### src/rtl/irqc_pkg.sv
package irqc_pkg;
    typedef enum logic [1:0] {
        ST_QUIET      = 2'b00,
        ST_SW_ONLY    = 2'b01,
        ST_ARMED_IDLE = 2'b10,
        ST_LIVE       = 2'b11
    } mst_state_e;

    localparam logic [2:0] A_STATUS  = 3'd0;
    localparam logic [2:0] A_PENDING = 3'd1;
    localparam logic [2:0] A_ENABLE  = 3'd2;
    localparam logic [2:0] A_ACK     = 3'd3;
    localparam logic [2:0] A_SETEN   = 3'd4;
    localparam logic [2:0] A_CLREN   = 3'd5;
    localparam logic [2:0] A_VECTOR  = 3'd6;
    localparam logic [2:0] A_MASTER  = 3'd7;

    localparam logic [31:0] NO_VECTOR = 32'hFFFF_FFFF;
endpackage

### src/rtl/irqc_master.sv
module irqc_master
    import irqc_pkg::*;
(
    input  logic       clk,
    input  logic       rst_n,
    input  logic       wr_i,
    input  logic [1:0] wdata_i,
    output logic [1:0] bits_o,
    output logic       armed_o
);
    mst_state_e state_q, state_d;

    always_comb begin
        state_d = state_q;
        if (wr_i) begin
            unique case (state_q)
                ST_QUIET, ST_SW_ONLY:
                    state_d = mst_state_e'(wdata_i);
                ST_ARMED_IDLE, ST_LIVE:
                    state_d = wdata_i[0] ? ST_LIVE : ST_ARMED_IDLE;
                default: state_d = ST_QUIET;
            endcase
        end
    end

    always_ff @(posedge clk or negedge rst_n) begin
        if (!rst_n) state_q <= ST_QUIET;
        else        state_q <= state_d;
    end

    always_comb begin
        bits_o  = 2'b00;
        armed_o = 1'b0;
        unique case (state_q)
            ST_QUIET:      begin bits_o = 2'b00; armed_o = 1'b0; end
            ST_SW_ONLY:    begin bits_o = 2'b01; armed_o = 1'b0; end
            ST_ARMED_IDLE: begin bits_o = 2'b10; armed_o = 1'b1; end
            ST_LIVE:       begin bits_o = 2'b11; armed_o = 1'b1; end
            default:       begin bits_o = 2'b00; armed_o = 1'b0; end
        endcase
    end

    AST_ARM_STICKY: assert property (@(posedge clk) disable iff (!rst_n)
        armed_o |=> armed_o);
endmodule

### src/rtl/irqc_mask.sv
module irqc_mask #(
    parameter int NUM_SRC = 32
) (
    input  logic               clk,
    input  logic               rst_n,
    input  logic               wr_full_i,
    input  logic               wr_set_i,
    input  logic               wr_clr_i,
    input  logic [NUM_SRC-1:0] wdata_i,
    output logic [NUM_SRC-1:0] en_o
);
    logic [NUM_SRC-1:0] en_q;

    always_ff @(posedge clk or negedge rst_n) begin
        if (!rst_n)         en_q <= '0;
        else if (wr_full_i) en_q <= wdata_i;
        else if (wr_set_i)  en_q <= en_q | wdata_i;
        else if (wr_clr_i)  en_q <= en_q & ~wdata_i;
    end

    assign en_o = en_q;

    AST_SET_ALIAS: assert property (@(posedge clk) disable iff (!rst_n)
        wr_set_i |=> ((en_o & $past(wdata_i)) == $past(wdata_i)) &&
                     ((en_o & ~$past(wdata_i)) == ($past(en_o) & ~$past(wdata_i))));
    AST_CLR_ALIAS: assert property (@(posedge clk) disable iff (!rst_n)
        wr_clr_i |=> ((en_o & $past(wdata_i)) == '0) &&
                     ((en_o & ~$past(wdata_i)) == ($past(en_o) & ~$past(wdata_i))));
endmodule

### src/rtl/irqc_capture.sv
module irqc_capture #(
    parameter int          NUM_SRC   = 32,
    parameter logic [31:0] EDGE_KIND = 32'h0
) (
    input  logic               clk,
    input  logic               rst_n,
    input  logic [NUM_SRC-1:0] src_i,
    input  logic               ack_we_i,
    input  logic               sw_we_i,
    input  logic [NUM_SRC-1:0] wdata_i,
    output logic [NUM_SRC-1:0] status_o
);
    logic [NUM_SRC-1:0] prev_q, hw_set, status_q, ack_mask, sw_mask;

    always_ff @(posedge clk or negedge rst_n) begin
        if (!rst_n) prev_q <= '0;
        else        prev_q <= src_i;
    end

    for (genvar g = 0; g < NUM_SRC; g++) begin : g_src
        if (EDGE_KIND[g]) begin : g_edge
            assign hw_set[g] = src_i[g] & ~prev_q[g];
        end else begin : g_level
            assign hw_set[g] = src_i[g];
        end
    end

    assign ack_mask = ack_we_i ? wdata_i : '0;
    assign sw_mask  = sw_we_i  ? wdata_i : '0;

    always_ff @(posedge clk or negedge rst_n) begin
        if (!rst_n) status_q <= '0;
        else        status_q <= (status_q & ~ack_mask) | hw_set | sw_mask;
    end

    assign status_o = status_q;

    AST_ACK_CLEARS: assert property (@(posedge clk) disable iff (!rst_n)
        ack_we_i |=> (status_o & $past(wdata_i & ~hw_set)) == '0);
endmodule

### src/rtl/irqc_vector.sv
module irqc_vector #(
    parameter int NUM_SRC = 32
) (
    input  logic [NUM_SRC-1:0] pend_i,
    output logic [31:0]        vec_o
);
    always_comb begin
        vec_o = irqc_pkg::NO_VECTOR;
        for (int k = NUM_SRC - 1; k >= 0; k--) begin
            if (pend_i[k]) vec_o = 32'(k);
        end
    end
endmodule

### src/rtl/irqc_top.sv
module irqc_top
    import irqc_pkg::*;
#(
    parameter int          NUM_SRC   = 32,
    parameter logic [31:0] EDGE_KIND = 32'h0
) (
    input  logic               clk,
    input  logic               rst_n,
    input  logic [2:0]         reg_addr,
    input  logic               reg_wr,
    input  logic [31:0]        reg_wdata,
    input  logic               reg_rd,
    output logic [31:0]        reg_rdata,
    input  logic [NUM_SRC-1:0] irq_src,
    output logic               irq_req
);
    logic [NUM_SRC-1:0] wd, status, en, pend;
    logic [31:0]        vec;
    logic [1:0]         mbits;
    logic               armed;

    assign wd = reg_wdata[NUM_SRC-1:0];

    irqc_master i_master (
        .clk     (clk),
        .rst_n   (rst_n),
        .wr_i    (reg_wr && reg_addr == A_MASTER),
        .wdata_i (reg_wdata[1:0]),
        .bits_o  (mbits),
        .armed_o (armed)
    );

    irqc_mask #(.NUM_SRC(NUM_SRC)) i_mask (
        .clk       (clk),
        .rst_n     (rst_n),
        .wr_full_i (reg_wr && reg_addr == A_ENABLE),
        .wr_set_i  (reg_wr && reg_addr == A_SETEN),
        .wr_clr_i  (reg_wr && reg_addr == A_CLREN),
        .wdata_i   (wd),
        .en_o      (en)
    );

    irqc_capture #(.NUM_SRC(NUM_SRC), .EDGE_KIND(EDGE_KIND)) i_capture (
        .clk      (clk),
        .rst_n    (rst_n),
        .src_i    (irq_src),
        .ack_we_i (reg_wr && reg_addr == A_ACK),
        .sw_we_i  (reg_wr && reg_addr == A_STATUS && !armed),
        .wdata_i  (wd),
        .status_o (status)
    );

    assign pend = status & en;

    irqc_vector #(.NUM_SRC(NUM_SRC)) i_vector (
        .pend_i (pend),
        .vec_o  (vec)
    );

    assign irq_req = (|pend) && (mbits == 2'b11);

    always_comb begin
        reg_rdata = '0;
        if (reg_rd) begin
            unique case (reg_addr)
                A_STATUS:  reg_rdata = 32'(status);
                A_PENDING: reg_rdata = 32'(pend);
                A_ENABLE:  reg_rdata = 32'(en);
                A_VECTOR:  reg_rdata = vec;
                A_MASTER:  reg_rdata = {30'd0, mbits};
                default:   reg_rdata = '0;
            endcase
        end
    end

    AST_REQ_NEEDS_MASTER: assert property (@(posedge clk) disable iff (!rst_n)
        irq_req |-> (mbits == 2'b11) && (en != '0));
    AST_VECTOR_PENDING: assert property (@(posedge clk) disable iff (!rst_n)
        (vec != NO_VECTOR) |-> ((status & en) >> vec[4:0]) % 2 == 1);
    AST_VECTOR_EMPTY: assert property (@(posedge clk) disable iff (!rst_n)
        (vec == NO_VECTOR) |-> (status & en) == '0);
    AST_STATUS_WRITE_LOCKED: assert property (@(posedge clk) disable iff (!rst_n)
        (reg_wr && reg_addr == A_STATUS && armed && irq_src == '0) |=>
            (status & ~$past(status)) == '0);
endmodule

### config.mk
export PLATFORM = sky130hd
export DESIGN_NAME = irqc_top
export DESIGN_NICKNAME = d
export VERILOG_FILES = /design/src/rtl/irqc_pkg.sv /design/src/rtl/irqc_master.sv /design/src/rtl/irqc_mask.sv /design/src/rtl/irqc_capture.sv /design/src/rtl/irqc_vector.sv /design/src/rtl/irqc_top.sv
export SDC_FILE = /design/constraint.sdc
export NUM_CORES = 1
export LEC_CHECK = 0
export CAP_MARGIN = 10
export CORE_ASPECT_RATIO = 0.6
export CORE_MARGIN = 3
export CORE_UTILIZATION = 45
export CTS_CLUSTER_DIAMETER = 30
export DETAILED_ROUTE_END_ITERATION = 6
export DONT_BUFFER_PORTS = 1
export PLACE_DENSITY = 0.71
export SLEW_MARGIN = 40
export SYNTH_ARGS = -nofsm -noshare
export SYNTH_HDL_FRONTEND = slang
export SYNTH_SLANG_ARGS = --single-unit
### constraint.sdc
create_clock -name clk -period 3.05 [get_ports clk]
set_clock_uncertainty 0.15 [all_clocks]
set_input_delay 0.4575 -clock clk [delete_from_list [all_inputs] [get_ports clk]]
set_output_delay 0.4575 -clock clk [all_outputs]
set_load 0.01 [all_outputs]
==> results.md <==
* Status: completed
* Final worst path period share at 99.9%
* CP Max Fanout at 10
* Non-filler cells, final at around 590
* Cells after synthesis at 470
* Yosys reg bits at 66
* # fillers at 783
* DR WL met3 at about 1900 um
* Initial antenna violation count at 0
* Io pins at 104
* CP endpoint kind: primary output
* Hold_sp: irq_src[11]
* H-Tree Depth at 3
* Number of port buffers at 0
* Yosys warns at 0
* Period minus WS final at 3.05 ns
* LEAKAGE at roughly 0.0018 uW
* Hold path depth at 1
* DIE WIDTH at between 100 and 150 um
* Arr. time, crit path at roughly 2.4 ns
* ANT cells at 0
* TritonCTS Buffers at 9
* Fin Hold WS at ~0.077 ns
* Vias in the first global route at 3818
* Sw Ratio at 29.7%
* Cell-internal power at slightly above 2000 uW
* Hold Vio Cnt, Final at 0
* Slew Limit Fails at 0
* Post-Route WL at 13900 um
* Standard-cell rows at 26
* Finished Core Util at 55.0%
* Max Cap Viol at 0
* Dpl cells at 559
* Area Overhead vs Synth at 14.9%
* Reg-to-reg endpoint: i_capture.status_o[14]
* Clock Sinks at 66
* TritonRoute pass-1 iters at 5
* Layout cells sized above 1 at about an eighth
* Max Root-Sink Buffers at 2
* Met1 WL at ~6100 um
* RR Startpoint: i_master.state_q[1]
* Largest net degree at the start of global routing at 67
* TritonCTS clock tree: yes
* DRT antenna net count at 0
* Vias post-DR at around 4100
* DR WL/cell at 23.6 um
* Vias per cell at 7.04
* Post-synth EDFFs at 0
* Initial Util at between 40% and 50%
* HPWL after DPL at between 9000 and 10000 um
* Critical Path Source Type: flip-flop
* Syn Std Cell Area at 4200 um2
* Global-route wire length before repair at approximately 22000 um
* Post-synthesis cell type count at 47
* Worst-margin pin slew at approximately 0.74 ns
* Residual DRC at 0
* Highest routed layer: met4
* VDD IR-drop max at 0.329 mV
* Reg2reg path depth at 3
* Register area share after synthesis at 39.3%
* Setup Viol. Count Final at 0
* Max_slew headroom at 50.6%
* Layout Nets at 542
* Async set-reset flop share out of synthesis at 100%
* Fmax achieved at between 0.3 and 0.4 GHz
* Pre-CTS WS at 0.239 ns
* Synth Area per Inst at 8.94 um2
* Die footprint at 10600 um2
* NetSw at 856 uW
* Worst hold path endpoint: i_capture.status_o[11]
* Met2 wire length at 5700 um
* Min-Delay Path Class: input pin to flip-flop
* Syn Nets at 541
* Power Density at around 600 nW/um2
* Smallest setup slack after layout at 0.00180 ns
* 1st-iter DRT viols at 447
* Root buf cell: clkbuf_16
* Clock power share at approximately two fifths
* Grt total ovfl at 0
* Sequential share of power at between 30% and 40%
* Reg-to-reg slack, setup at 1.42 ns
* Gpl congestion at 0.879
* Skew-Pair Late Insertion Delay at around 0.33 ns
* Required time worst endpoint at 2.44 ns
* Clock slew at reported path FFs at 0.06 ns
* Total negative slack at 0 ns
* Most used flip-flop cell after synthesis: dfrtp_1
* Die Y at 80.9 um
* WS Path Type: flip-flop to primary output
* Total GRT Usage at between 20% and 30%
* RSZ-0062 raised after global routing: yes
* Core area at slightly below 9000 um2
* Logic pwr share at 22.0%
-- metrics by stage --
| step | total power (uW) | instance area (um2) |
|---|---|---|
| floorplan | 1530 | 4200 |
| global placement | 1650 | 4290 |
| finish | 2880 | 4830 |
| global route | 3020 | 4830 |
| detailed placement | 1660 | 4290 |
| CTS | 2870 | 4760 |
-- synthesized netlist by cell type, types with 3 or more instances --
library cell	instances	area [um2]
a2bb2oi_1	27	236
o211ai_1	3	22.5
nand2_1	90	338
nand2b_1	4	25.0
nor2_1	40	150
a221o_1	32	320
a32o_1	34	340
dfrtp_1	66	1650
a22o_1	4	35.0
a22oi_1	13	97.6
a31oi_1	6	37.5
nand3_1	6	30.0
a32oi_1	4	35.0
inv_1	3	11.3
nor4_1	3	18.8
clkbuf_1	32	120
a21oi_1	10	50.1
o21a_1	28	210
o21ai_0	34	170
-- cell type report --
class	instances	area (um2)	area share (%)
clock buffers	11	253	5.23
clock inverters	5	85.1	1.76
inverters	4	15.0	0.311
multi-input cells	363	2420	50.2
flip-flops and latches	66	1650	34.2
well taps	112	140	2.90
repair buffers	27	263	5.44
-- worst max-delay path by stage --
stage	cells after the start	end	startpoint
2_1_floorplan	7	reg_rdata[11]	flip-flop
3_3_place_gp	6	reg_rdata[10]	flip-flop
3_5_place_dp	6	reg_rdata[23]	flip-flop
4_1_cts	6	reg_rdata[26]	i_capture.status_o[13]
5_1_grt	6	reg_rdata[18]	flip-flop
6_report	6	reg_rdata[30]	flip-flop
-- worst max-delay path, cell delays in order, from the launching register on --
cell and delay, ns:
dfrtp_1 0.43, a22o_4 0.30, or4_4 0.49, nor4_4 0.18
and2b_2 0.23, bufbuf_16 0.29, o21a_1 0.19
-- power by group through the flow --
stage                     Sequential, uW  Combinational, uW  Clock (uW)
after floorplan                     1070                461           0
after global placement              1090                555           0
after global routing                1100                687        1230
after detailed placement            1100                561           0
after CTS                           1080                605        1190
final                               1090                635        1160
-- routing by layer --
metal	vias to the layer above	track usage (%)
li1	1832	-
met1	1990	40.3
met2	298	37.0
met3	21	7.95
met4	0	6.88
met5	-	0
-- cells in the final DEF, fill, tap and decap left out, types with 6 or more instances in the layout --
master     count
nand2_1       90
dfrtp_1       66
nor2_1        38
o21ai_0       34
a32o_1        34
a221o_1       32
a2bb2oi_1     27
buf_4         23
o21a_1        22
a22oi_1       13
a21oi_1        9
clkbuf_16      9
o21a_4         6
a31oi_1        6
nand3_1        6
-- cell families after synthesis --
group                  count (synthesis)  share of synthesized area, %
AOI/OAI and AO/OA                    206                          39.5
DFF                                   66                          39.3
muxes                                  1                         0.268
and+or+nand+nor                      156                          16.3
buffers and inverters                 41                          4.64
-- repair_timing --
item,CTS,global route
pin swaps,17,5
setup endpoints to repair,21,27
cloned,1,0
hold buffers,2,0
hold endpoints to repair,66,0
resized for setup,5,5
buffers inserted,6,5
No activity file was read; power rests on OpenSTA's default activity.
